`src/rtl/rwin_pkg.sv`:
```
package rwin_pkg;
  localparam int DW        = 64;
  localparam int REG_W     = 5;
  localparam int PAIRS     = 8;
  localparam int PAIR_W    = $clog2(PAIRS);
  localparam logic [REG_W-1:0] SP_REG    = 5'd14;
  localparam logic [REG_W-1:0] FIRST_REG = 5'd16;

  typedef enum logic [2:0] {
    ST_IDLE,
    ST_BASE,
    ST_REQ,
    ST_WAIT,
    ST_COMMIT
  } seq_state_e;
endpackage

```
`src/rtl/rwin_ctl.sv`:
```
module rwin_ctl
  import rwin_pkg::*;
(
  input  logic clk,
  input  logic rst_n,
  input  logic start_i,
  input  logic misalign_i,
  input  logic req_ready_i,
  input  logic rsp_valid_i,
  input  logic last_i,
  output logic busy_o,
  output logic accept_o,
  output logic sel_sp_o,
  output logic base_load_o,
  output logic abort_o,
  output logic req_valid_o,
  output logic in_wait_o,
  output logic pair_adv_o,
  output logic commit_o,
  output logic done_o,
  output logic err_o
);
  seq_state_e state_q, state_d;
  logic done_q, err_q;

  assign busy_o      = (state_q != ST_IDLE);
  assign accept_o    = (state_q == ST_IDLE) && start_i;
  assign sel_sp_o    = (state_q == ST_BASE);
  assign base_load_o = sel_sp_o && !misalign_i;
  assign abort_o     = sel_sp_o && misalign_i;
  assign req_valid_o = (state_q == ST_REQ);
  assign in_wait_o   = (state_q == ST_WAIT);
  assign pair_adv_o  = in_wait_o && rsp_valid_i && !last_i;
  assign commit_o    = (state_q == ST_COMMIT);
  assign done_o      = done_q;
  assign err_o       = err_q;

  always_comb begin
    state_d = state_q;
    unique case (state_q)
      ST_IDLE:   if (start_i) state_d = ST_BASE;
      ST_BASE:   state_d = misalign_i ? ST_IDLE : ST_REQ;
      ST_REQ:    if (req_ready_i) state_d = ST_WAIT;
      ST_WAIT:   if (rsp_valid_i) state_d = last_i ? ST_COMMIT : ST_REQ;
      ST_COMMIT: state_d = ST_IDLE;
      default:   state_d = ST_IDLE;
    endcase
  end

  always_ff @(posedge clk or negedge rst_n) begin
    if (!rst_n) begin
      state_q <= ST_IDLE;
      done_q  <= 1'b0;
      err_q   <= 1'b0;
    end else begin
      state_q <= state_d;
      done_q  <= commit_o;
      if (abort_o)       err_q <= 1'b1;
      else if (accept_o) err_q <= 1'b0;
    end
  end

  // an accepted start makes the engine busy on the next cycle
  a_r2_busy_after_accept: assert property (@(posedge clk) disable iff (!rst_n)
    accept_o |=> busy_o);
  // a request not taken stays asserted
  a_r7_req_held: assert property (@(posedge clk) disable iff (!rst_n)
    req_valid_o && !req_ready_i |=> req_valid_o);
endmodule

```
`src/rtl/rwin_addr.sv`:
```
module rwin_addr
  import rwin_pkg::*;
#(
  parameter int NWIN = 8,
  parameter int AW   = 32,
  parameter int WP_W = 3
) (
  input  logic             clk,
  input  logic             rst_n,
  input  logic             accept_i,
  input  logic             kind_i,
  input  logic [WP_W-1:0]  cwp_i,
  input  logic             sel_sp_i,
  input  logic             base_load_i,
  input  logic [31:0]      sp_word_i,
  input  logic             pair_adv_i,
  output logic [WP_W-1:0]  win_o,
  output logic [REG_W-1:0] reg_o,
  output logic [AW-1:0]    addr_o,
  output logic             misalign_o,
  output logic             last_o,
  output logic             kind_o
);
  logic [WP_W:0]     win_sum;
  logic [WP_W-1:0]   win_q;
  logic              kind_q;
  logic [PAIR_W-1:0] pair_q;
  logic [AW-1:0]     base_q;

  always_comb begin
    win_sum = {1'b0, cwp_i} + (kind_i ? (WP_W+1)'(2) : (WP_W+1)'(NWIN-1));
    if (win_sum >= (WP_W+1)'(NWIN)) win_sum = win_sum - (WP_W+1)'(NWIN);
  end

  always_ff @(posedge clk or negedge rst_n) begin
    if (!rst_n) begin
      win_q  <= '0;
      kind_q <= 1'b0;
      pair_q <= '0;
      base_q <= '0;
    end else begin
      if (accept_i) begin
        win_q  <= win_sum[WP_W-1:0];
        kind_q <= kind_i;
        pair_q <= '0;
      end else if (pair_adv_i) begin
        pair_q <= pair_q + 1'b1;
      end
      if (base_load_i) base_q <= AW'(sp_word_i);
    end
  end

  assign misalign_o = |sp_word_i[2:0];
  assign win_o      = win_q;
  assign kind_o     = kind_q;
  assign last_o     = (pair_q == PAIR_W'(PAIRS-1));
  assign reg_o      = sel_sp_i ? SP_REG : FIRST_REG + REG_W'({pair_q, 1'b0});
  assign addr_o     = base_q + AW'({pair_q, 3'b000});
endmodule

```
`src/rtl/rwin_mask.sv`:
```
module rwin_mask #(
  parameter int              NWIN     = 8,
  parameter logic [NWIN-1:0] INIT_WIM = NWIN'(1)
) (
  input  logic            clk,
  input  logic            rst_n,
  input  logic            accept_i,
  input  logic            abort_i,
  input  logic            commit_i,
  input  logic            kind_i,
  output logic [NWIN-1:0] wim_o
);
  logic [NWIN-1:0] wim_q, saved_q, rot_right, rot_left;

  for (genvar i = 0; i < NWIN; i++) begin : g_rot
    assign rot_right[i] = saved_q[(i + 1) % NWIN];
    assign rot_left[i]  = saved_q[(i + NWIN - 1) % NWIN];
  end

  always_ff @(posedge clk or negedge rst_n) begin
    if (!rst_n) begin
      wim_q   <= INIT_WIM;
      saved_q <= INIT_WIM;
    end else if (accept_i) begin
      saved_q <= wim_q;
      wim_q   <= '0;
    end else if (abort_i) begin
      wim_q   <= saved_q;
    end else if (commit_i) begin
      wim_q   <= kind_i ? rot_left : rot_right;
    end
  end

  assign wim_o = wim_q;

  // a rotation neither gains nor loses set bits
  a_r9_rotation_keeps_ones: assert property (@(posedge clk) disable iff (!rst_n)
    commit_i |=> $countones(wim_o) == $countones($past(saved_q)));
endmodule

```
`src/rtl/rwin_spill_fill.sv`:
```
module rwin_spill_fill
  import rwin_pkg::*;
#(
  parameter int              NWIN     = 8,
  parameter int              AW       = 32,
  parameter logic [NWIN-1:0] INIT_WIM = NWIN'(1),
  localparam int             WP_W     = (NWIN > 1) ? $clog2(NWIN) : 1
) (
  input  logic             clk,
  input  logic             rst_n,
  input  logic             start_i,
  input  logic             kind_i,
  input  logic [WP_W-1:0]  cwp_i,
  output logic             busy_o,
  output logic             done_o,
  output logic             err_o,
  output logic [NWIN-1:0]  wim_o,
  output logic [WP_W-1:0]  rf_win_o,
  output logic [REG_W-1:0] rf_reg_o,
  input  logic [DW-1:0]    rf_rdata_i,
  output logic             rf_we_o,
  output logic [DW-1:0]    rf_wdata_o,
  output logic             mem_req_valid_o,
  input  logic             mem_req_ready_i,
  output logic             mem_req_write_o,
  output logic [AW-1:0]    mem_req_addr_o,
  output logic [DW-1:0]    mem_req_wdata_o,
  input  logic             mem_rsp_valid_i,
  input  logic [DW-1:0]    mem_rsp_rdata_i
);
  logic accept, sel_sp, base_load, abort, in_wait, pair_adv, commit;
  logic misalign, last, kind_q;

  rwin_ctl u_ctl (
    .clk         (clk),
    .rst_n       (rst_n),
    .start_i     (start_i),
    .misalign_i  (misalign),
    .req_ready_i (mem_req_ready_i),
    .rsp_valid_i (mem_rsp_valid_i),
    .last_i      (last),
    .busy_o      (busy_o),
    .accept_o    (accept),
    .sel_sp_o    (sel_sp),
    .base_load_o (base_load),
    .abort_o     (abort),
    .req_valid_o (mem_req_valid_o),
    .in_wait_o   (in_wait),
    .pair_adv_o  (pair_adv),
    .commit_o    (commit),
    .done_o      (done_o),
    .err_o       (err_o)
  );

  rwin_addr #(.NWIN(NWIN), .AW(AW), .WP_W(WP_W)) u_addr (
    .clk         (clk),
    .rst_n       (rst_n),
    .accept_i    (accept),
    .kind_i      (kind_i),
    .cwp_i       (cwp_i),
    .sel_sp_i    (sel_sp),
    .base_load_i (base_load),
    .sp_word_i   (rf_rdata_i[DW-1:32]),
    .pair_adv_i  (pair_adv),
    .win_o       (rf_win_o),
    .reg_o       (rf_reg_o),
    .addr_o      (mem_req_addr_o),
    .misalign_o  (misalign),
    .last_o      (last),
    .kind_o      (kind_q)
  );

  rwin_mask #(.NWIN(NWIN), .INIT_WIM(INIT_WIM)) u_mask (
    .clk      (clk),
    .rst_n    (rst_n),
    .accept_i (accept),
    .abort_i  (abort),
    .commit_i (commit),
    .kind_i   (kind_q),
    .wim_o    (wim_o)
  );

  assign mem_req_write_o = !kind_q;
  assign mem_req_wdata_o = rf_rdata_i;
  assign rf_we_o         = in_wait && mem_rsp_valid_i && kind_q;
  assign rf_wdata_o      = mem_rsp_rdata_i;

  // traps masked for the whole operation
  a_r8_mask_zero_busy: assert property (@(posedge clk) disable iff (!rst_n)
    busy_o |-> wim_o == '0);
  // a stalled request keeps its address and direction
  a_r7_req_stable: assert property (@(posedge clk) disable iff (!rst_n)
    mem_req_valid_o && !mem_req_ready_i |=>
      mem_req_valid_o && $stable(mem_req_addr_o) && $stable(mem_req_write_o));
  // every request is doubleword aligned
  a_r4_req_aligned: assert property (@(posedge clk) disable iff (!rst_n)
    mem_req_valid_o |-> mem_req_addr_o[2:0] == 3'b000);
  // done follows the busy period
  a_r11_done_after_busy: assert property (@(posedge clk) disable iff (!rst_n)
    done_o |-> !busy_o && $past(busy_o));
  // an error never coexists with memory traffic
  a_r12_err_no_req: assert property (@(posedge clk) disable iff (!rst_n)
    err_o |-> !mem_req_valid_o);
endmodule

```
`config.mk`:
```
export PLATFORM = sky130hd
export DESIGN_NAME = rwin_spill_fill
export DESIGN_NICKNAME = d
export VERILOG_FILES = /design/src/rtl/rwin_pkg.sv /design/src/rtl/rwin_ctl.sv /design/src/rtl/rwin_addr.sv /design/src/rtl/rwin_mask.sv /design/src/rtl/rwin_spill_fill.sv
export SDC_FILE = /design/constraint.sdc
export NUM_CORES = 1
export LEC_CHECK = 0
export BUFFER_PORTS_ARGS = -buffer_cell sky130_fd_sc_hd__buf_2
export CAP_MARGIN = 25
export CORE_AREA = 2 2 125 127
export DETAILED_ROUTE_END_ITERATION = 12
export DIE_AREA = 0 0 127 129
export PLACE_DENSITY = 0.66
export SLEW_MARGIN = 10
export SYNTH_ARGS = -nofsm -noshare
export SYNTH_HDL_FRONTEND = slang
export SYNTH_SLANG_ARGS = --single-unit
```
`constraint.sdc`:
```
create_clock -name clk -period 2.1 [get_ports clk]
set_input_delay 0.105 -clock clk [delete_from_list [all_inputs] [get_ports clk]]
set_output_delay 0.105 -clock clk [all_outputs]
set_load 0.02 [all_outputs]
```
-- Word-level counts from Yosys, hierarchy flattened
Cells that the tools add are included.
- add/subtract/negate cells: 5
- multiply operators: 0
- divide/modulo/power cells: 0
- $lt $le $gt $ge: 1
- equal/unequal tests: 8
- shift operators: 0
- multiplexer cells: 17
- bitwise logic cells: 0
- reduce and logical (&&, ||, !) cells: 16
- operator list (cell ; count):
    $add 32x6->32 ; 1
    $mux 8 ; 4
    $mux 3 ; 8
    $pmux 3 s4 ; 1
    $eq 3x2->1 const B ; 2
    $eq 3x3->1 const B ; 2
    $logic_and 1x1->1 ; 6
    $reduce_bool 3->1 ; 2
    $add 5x4->5 const A ; 1
    $mux 5 ; 1
    $add 3x3->4 ; 1
    $ge 4x4->1 const B ; 1
    $ne 2x2->1 const B ; 2
    $reduce_bool 2->1 ; 2
    $add 3x1->3 const B ; 1
    $eq 3x1->1 const B ; 1
    $logic_not 1->1 ; 3
    $logic_not 3->1 ; 1
    $reduce_and 3->1 ; 1
    $reduce_or 3->1 ; 1
    $sub 3x1->3 const B ; 1
    $mux 1 ; 2
    $mux 2 ; 1
    $ne 2x1->1 const B ; 1
- flip-flop bits (word level): 60
- latch bits: 0
- RAM bits: 0
- ROM bits: 0
- bits of input ports: 137
- output and inout bits: 182
- logic and storage cells: 56
- memories: 0

-- Longest topological paths before layout
- depth in word-level cells: 5
- mapped depth: 7
- depth with buffers taken out: 7

-- Cells and area by module
Synthesis repeated with hierarchy kept, for this count alone.
- cells, all modules: 414
- area total of the unflattened synthesis: 4320.4 µm²
- modules (own cells, without submodules) (module ; times used ; cells each ; area each (µm²)):
    rwin_addr ; 1 ; 193 ; 2207.1
    rwin_spill_fill ; 1 ; 130 ; 970.9
    rwin_mask ; 1 ; 60 ; 847.1
    rwin_ctl ; 1 ; 31 ; 295.3

-- Worst setup path before layout
Ideal clock, no wire load.
- path type: reg2out
- start: register u_addr.pair_q[0]
- end: output port mem_req_addr_o[21]
- arrival time: 1.964 ns
- setup slack: 0.031 ns
- stages on the path, launching flop included: 7
- cells stage by stage: dfrtp_1 ha_1 fa_1 a21o_1 nand2b_4 or4_1 xnor2_1
- longest elaborated chain between the ends: 1
- ends and longest elaborated chain (item ; line ; text):
    from (decl) ; rwin_addr.sv:27 ; logic [PAIR_W-1:0] pair_q;
    from (signal assigned) ; rwin_addr.sv:47 ; pair_q <= pair_q + 1'b1;
    $add 32x6->32 ; rwin_addr.sv:58 ; assign addr_o = base_q + AW'({pair_q, 3'b000});
    to (decl) ; rwin_spill_fill.sv:26 ; output logic [AW-1:0] mem_req_addr_o,
No other way between the ends.

-- Worst setup path after layout
- start: register u_addr.pair_q[2]
- end: output port mem_req_addr_o[22]
The elaborated chain is that of the path after synthesis.

==> results.sh <==
export IMPL_clkTransAtPathRegs_ps=60
export IMPL_mostFrequentLayoutCell="buf_2"
export IMPL_start_kind="flip-flop"
export IMPL_clk_latency_ps=330
export IMPL_p_leak_nw=2.45
export IMPL_setup_slack_ps=-209
export IMPL_cts_root_buffer="clkbuf_16"
export IMPL_design_core_area_um2=15000
export IMPL_synth_enable_flop_cells=0
export IMPL_grt_pass1_vias=2943
export IMPL_grt_overflow=0
export IMPL_die_area_um2=16400
export IMPL_vias=2922
export IMPL_placed_cells=625
export IMPL_async_flop_share_pct=100
export IMPL_areaGrowthSynthToFinish_pct=14.9
export IMPL_drv_cap=0
export IMPL_r2r_cells=6
export IMPL_post_dp_cell_area_um2=4170
export IMPL_hold_path_startpoint="rf_rdata_i[40]"
export IMPL_worstHoldPathType="in -> reg"
export IMPL_cp_max_fo=5
export IMPL_final_cell_mix="buf_2 (102), nand2_1 (59), dfrtp_1 (58)"
export IMPL_hold_depth=2
export IMPL_max_freq_mhz=433
export IMPL_whs_endpoint="u_addr.base_q[8]"
export IMPL_period_share_pct=110
export IMPL_power_mw=6.02
export IMPL_die_y_um=129
export IMPL_skew_ps=8.12
export IMPL_cts_tree="built"
export IMPL_synth_seq_cells=60
export IMPL_violations="setup timing"
export IMPL_first_iter_violations=82
export IMPL_path_class="reg -> out"
export IMPL_ant_nets=0
export IMPL_cts_sink_count=60
export IMPL_final_layout_size_suffix_gt1_share_pct=51.2
export IMPL_io_pins=319
export IMPL_ys_warn_count=0
export IMPL_slew_violations=0
export IMPL_syn_area_per_cell_um2=9.60
export IMPL_finalSetupViolCount=22
export IMPL_rsz0062_at_grt="yes"
export IMPL_drtPass1Iterations=4
export IMPL_finalHoldViolCount=0
export IMPL_drc=0
export IMPL_yosysUniqueCellTypes=43
export IMPL_r2r_end="u_addr.pair_q[2]"
export IMPL_antennaDiodeCount=0
export IMPL_cp_data_arrival_time_ps=2200
export IMPL_hold_ws_ps=14.3
export IMPL_die_w_um=127
export IMPL_required_ps=2000
export IMPL_ys_seq_area_share_pct=35.6
export IMPL_crit_path_end_kind="output port"
export IMPL_cts_htree_levels=3
export IMPL_setup_tns_ps=-2940
export IMPL_routed_wl_um=11500
export IMPL_clock_path_buffers=2
export IMPL_gr_usage_all_layers_pct=13.7
export IMPL_reg2reg_from="u_addr.pair_q[0]"
export IMPL_synth_flop_cell="dfrtp_1"
export IMPL_gp_congestion=0.800
export IMPL_vias_per_cell=4.47
export IMPL_min_period_ps=2310
export IMPL_nNetsFinal=605
export IMPL_ir_drop_mv=0.727
export IMPL_wl_per_cell_um=17.5
export IMPL_synth_area_um2=4230
export IMPL_stdcell_count=653
export IMPL_syn_num_nets=585
export IMPL_initial_utilization_pct=28.2
export IMPL_powerDensity_nw_per_um2=1240
export IMPL_grt_pass1_wl_um=16900
export IMPL_portBuffers=125
export IMPL_regToRegSetupSlack_ps=390
export IMPL_cts_made_buffers=9
export IMPL_outcome="finished with violations"
export IMPL_design_area_um2=4850
export IMPL_antenna_found_initial=0
export IMPL_synth_cells=440
export IMPL_dp_hpwl_um=8730
export IMPL_grt_max_degree=36
export IMPL_rows=45
[per-layer routing]
layer / wire length (µm) / GRT usage [%] / part of all wire [%]
met4: 485 / 7.37 / 4.2
met2: 6060 / 24.6 / 53
met5: 34 / 1.47 / 0.30
met3: 1150 / 5.78 / 10
met1: 3730 / 13.2 / 33
[synth_stat cells, drive strengths merged, types with 4 or more instances]
cell / instances / share of area [%]
ha: 7 / 2.1
nand2: 60 / 5.3
and2: 5 / 0.74
a21oi: 9 / 1.1
buf: 137 / 24
nor2: 12 / 1.1
clkbuf: 5 / 0.44
dfrtp: 58 / 34
nand2b: 6 / 1.1
o21ai: 4 / 0.47
mux2i: 11 / 2.6
o211ai: 9 / 1.7
nor4: 4 / 1.1
mux2: 29 / 7.7
nor3: 7 / 0.95
xor2: 9 / 1.9
xnor2: 21 / 4.5
nand3: 11 / 1.3
inv: 12 / 1.1
nand4: 5 / 1.2
[layout make-up]
| cell class | count | area [µm²] |
|---|---|---|
| Sequential cell | 60 | 1500 |
| Tap cell | 188 | 235 |
| Clock buffer | 9 | 225 |
| Fill cell | 1561 | 10100 |
| Inverter | 12 | 45.0 |
| Timing Repair Buffer | 151 | 923 |
| Multi-Input combinational cell | 226 | 1870 |
| Clock inverter | 7 | 51.3 |
[power breakdown]
part / internal, mW / leakage [nW] / switching, mW / total (mW)
clock: 0.801 / 0.132 / 0.567 / 1.37
sequential: 1.52 / 0.789 / 0.521 / 2.04
combinational: 1.22 / 1.53 / 1.40 / 2.62
[timing repair]
item / 4_1_cts / 5_1_grt
gates resized for setup: 51 / 18
hold buffers: 1 / 0
pin swaps: 13 / 14
setup buffers: 8 / 4
endpoints found under the hold margin: 58 / 0
setup endpoints to repair: 25 / 24
[logic make-up after synthesis]
kind of cell	share of synthesized area (%)
buffers and inverters	25.6
muxes	10.3
AOI/OAI and AO/OA	3.97
xor gates and xnor gates	6.40
adders and majority gates	2.55
DFF	35.6
other	0.0888
and+or+nand+nor	15.5
[registers in the layout, summed over array words and instances, names as in the netlist]
register / cells
u_mask.wim_o: 8
u_addr.win_o: 3
u_ctl.done_o: 1
u_ctl.err_o: 1
u_ctl.state_q: 3
u_mask.saved_q: 8
u_addr.base_q: 32
u_addr.pair_q: 3
u_addr.kind_o: 1
[worst max-delay path by stage]
stage	from	to	slack (ps)	cells after the start
6_report	u_addr.pair_q[2]	mem_req_addr_o[22]	-210	6
5_1_grt	u_addr.pair_q[2]	mem_req_addr_o[22]	-300	6
4_1_cts	u_addr.pair_q[0]	mem_req_addr_o[31]	-250	8
3_5_place_dp	u_addr.pair_q[2]	mem_req_addr_o[28]	-60	6
3_3_place_gp	u_addr.base_q[3]	mem_req_addr_o[31]	-20	7
2_1_floorplan	u_addr.pair_q[0]	mem_req_addr_o[21]	30	6
[per-stage QoR]
step,setup WS [ps],util [%]
after floorplan,31.4,-
after global placement,-23.1,27.8
after detailed placement,-60.7,27.8
after CTS,-246,31.7
after global routing,-300,32.4
final,-209,32.4
[critical path: stages (launching register included)]
cell	delay, ps
dfrtp_1	410
ha_4	310
o211ai_4	90
or3b_4	460
nor4_4	230
xor2_1	200
buf_4	170
Power figures use the tool's default switching activity.
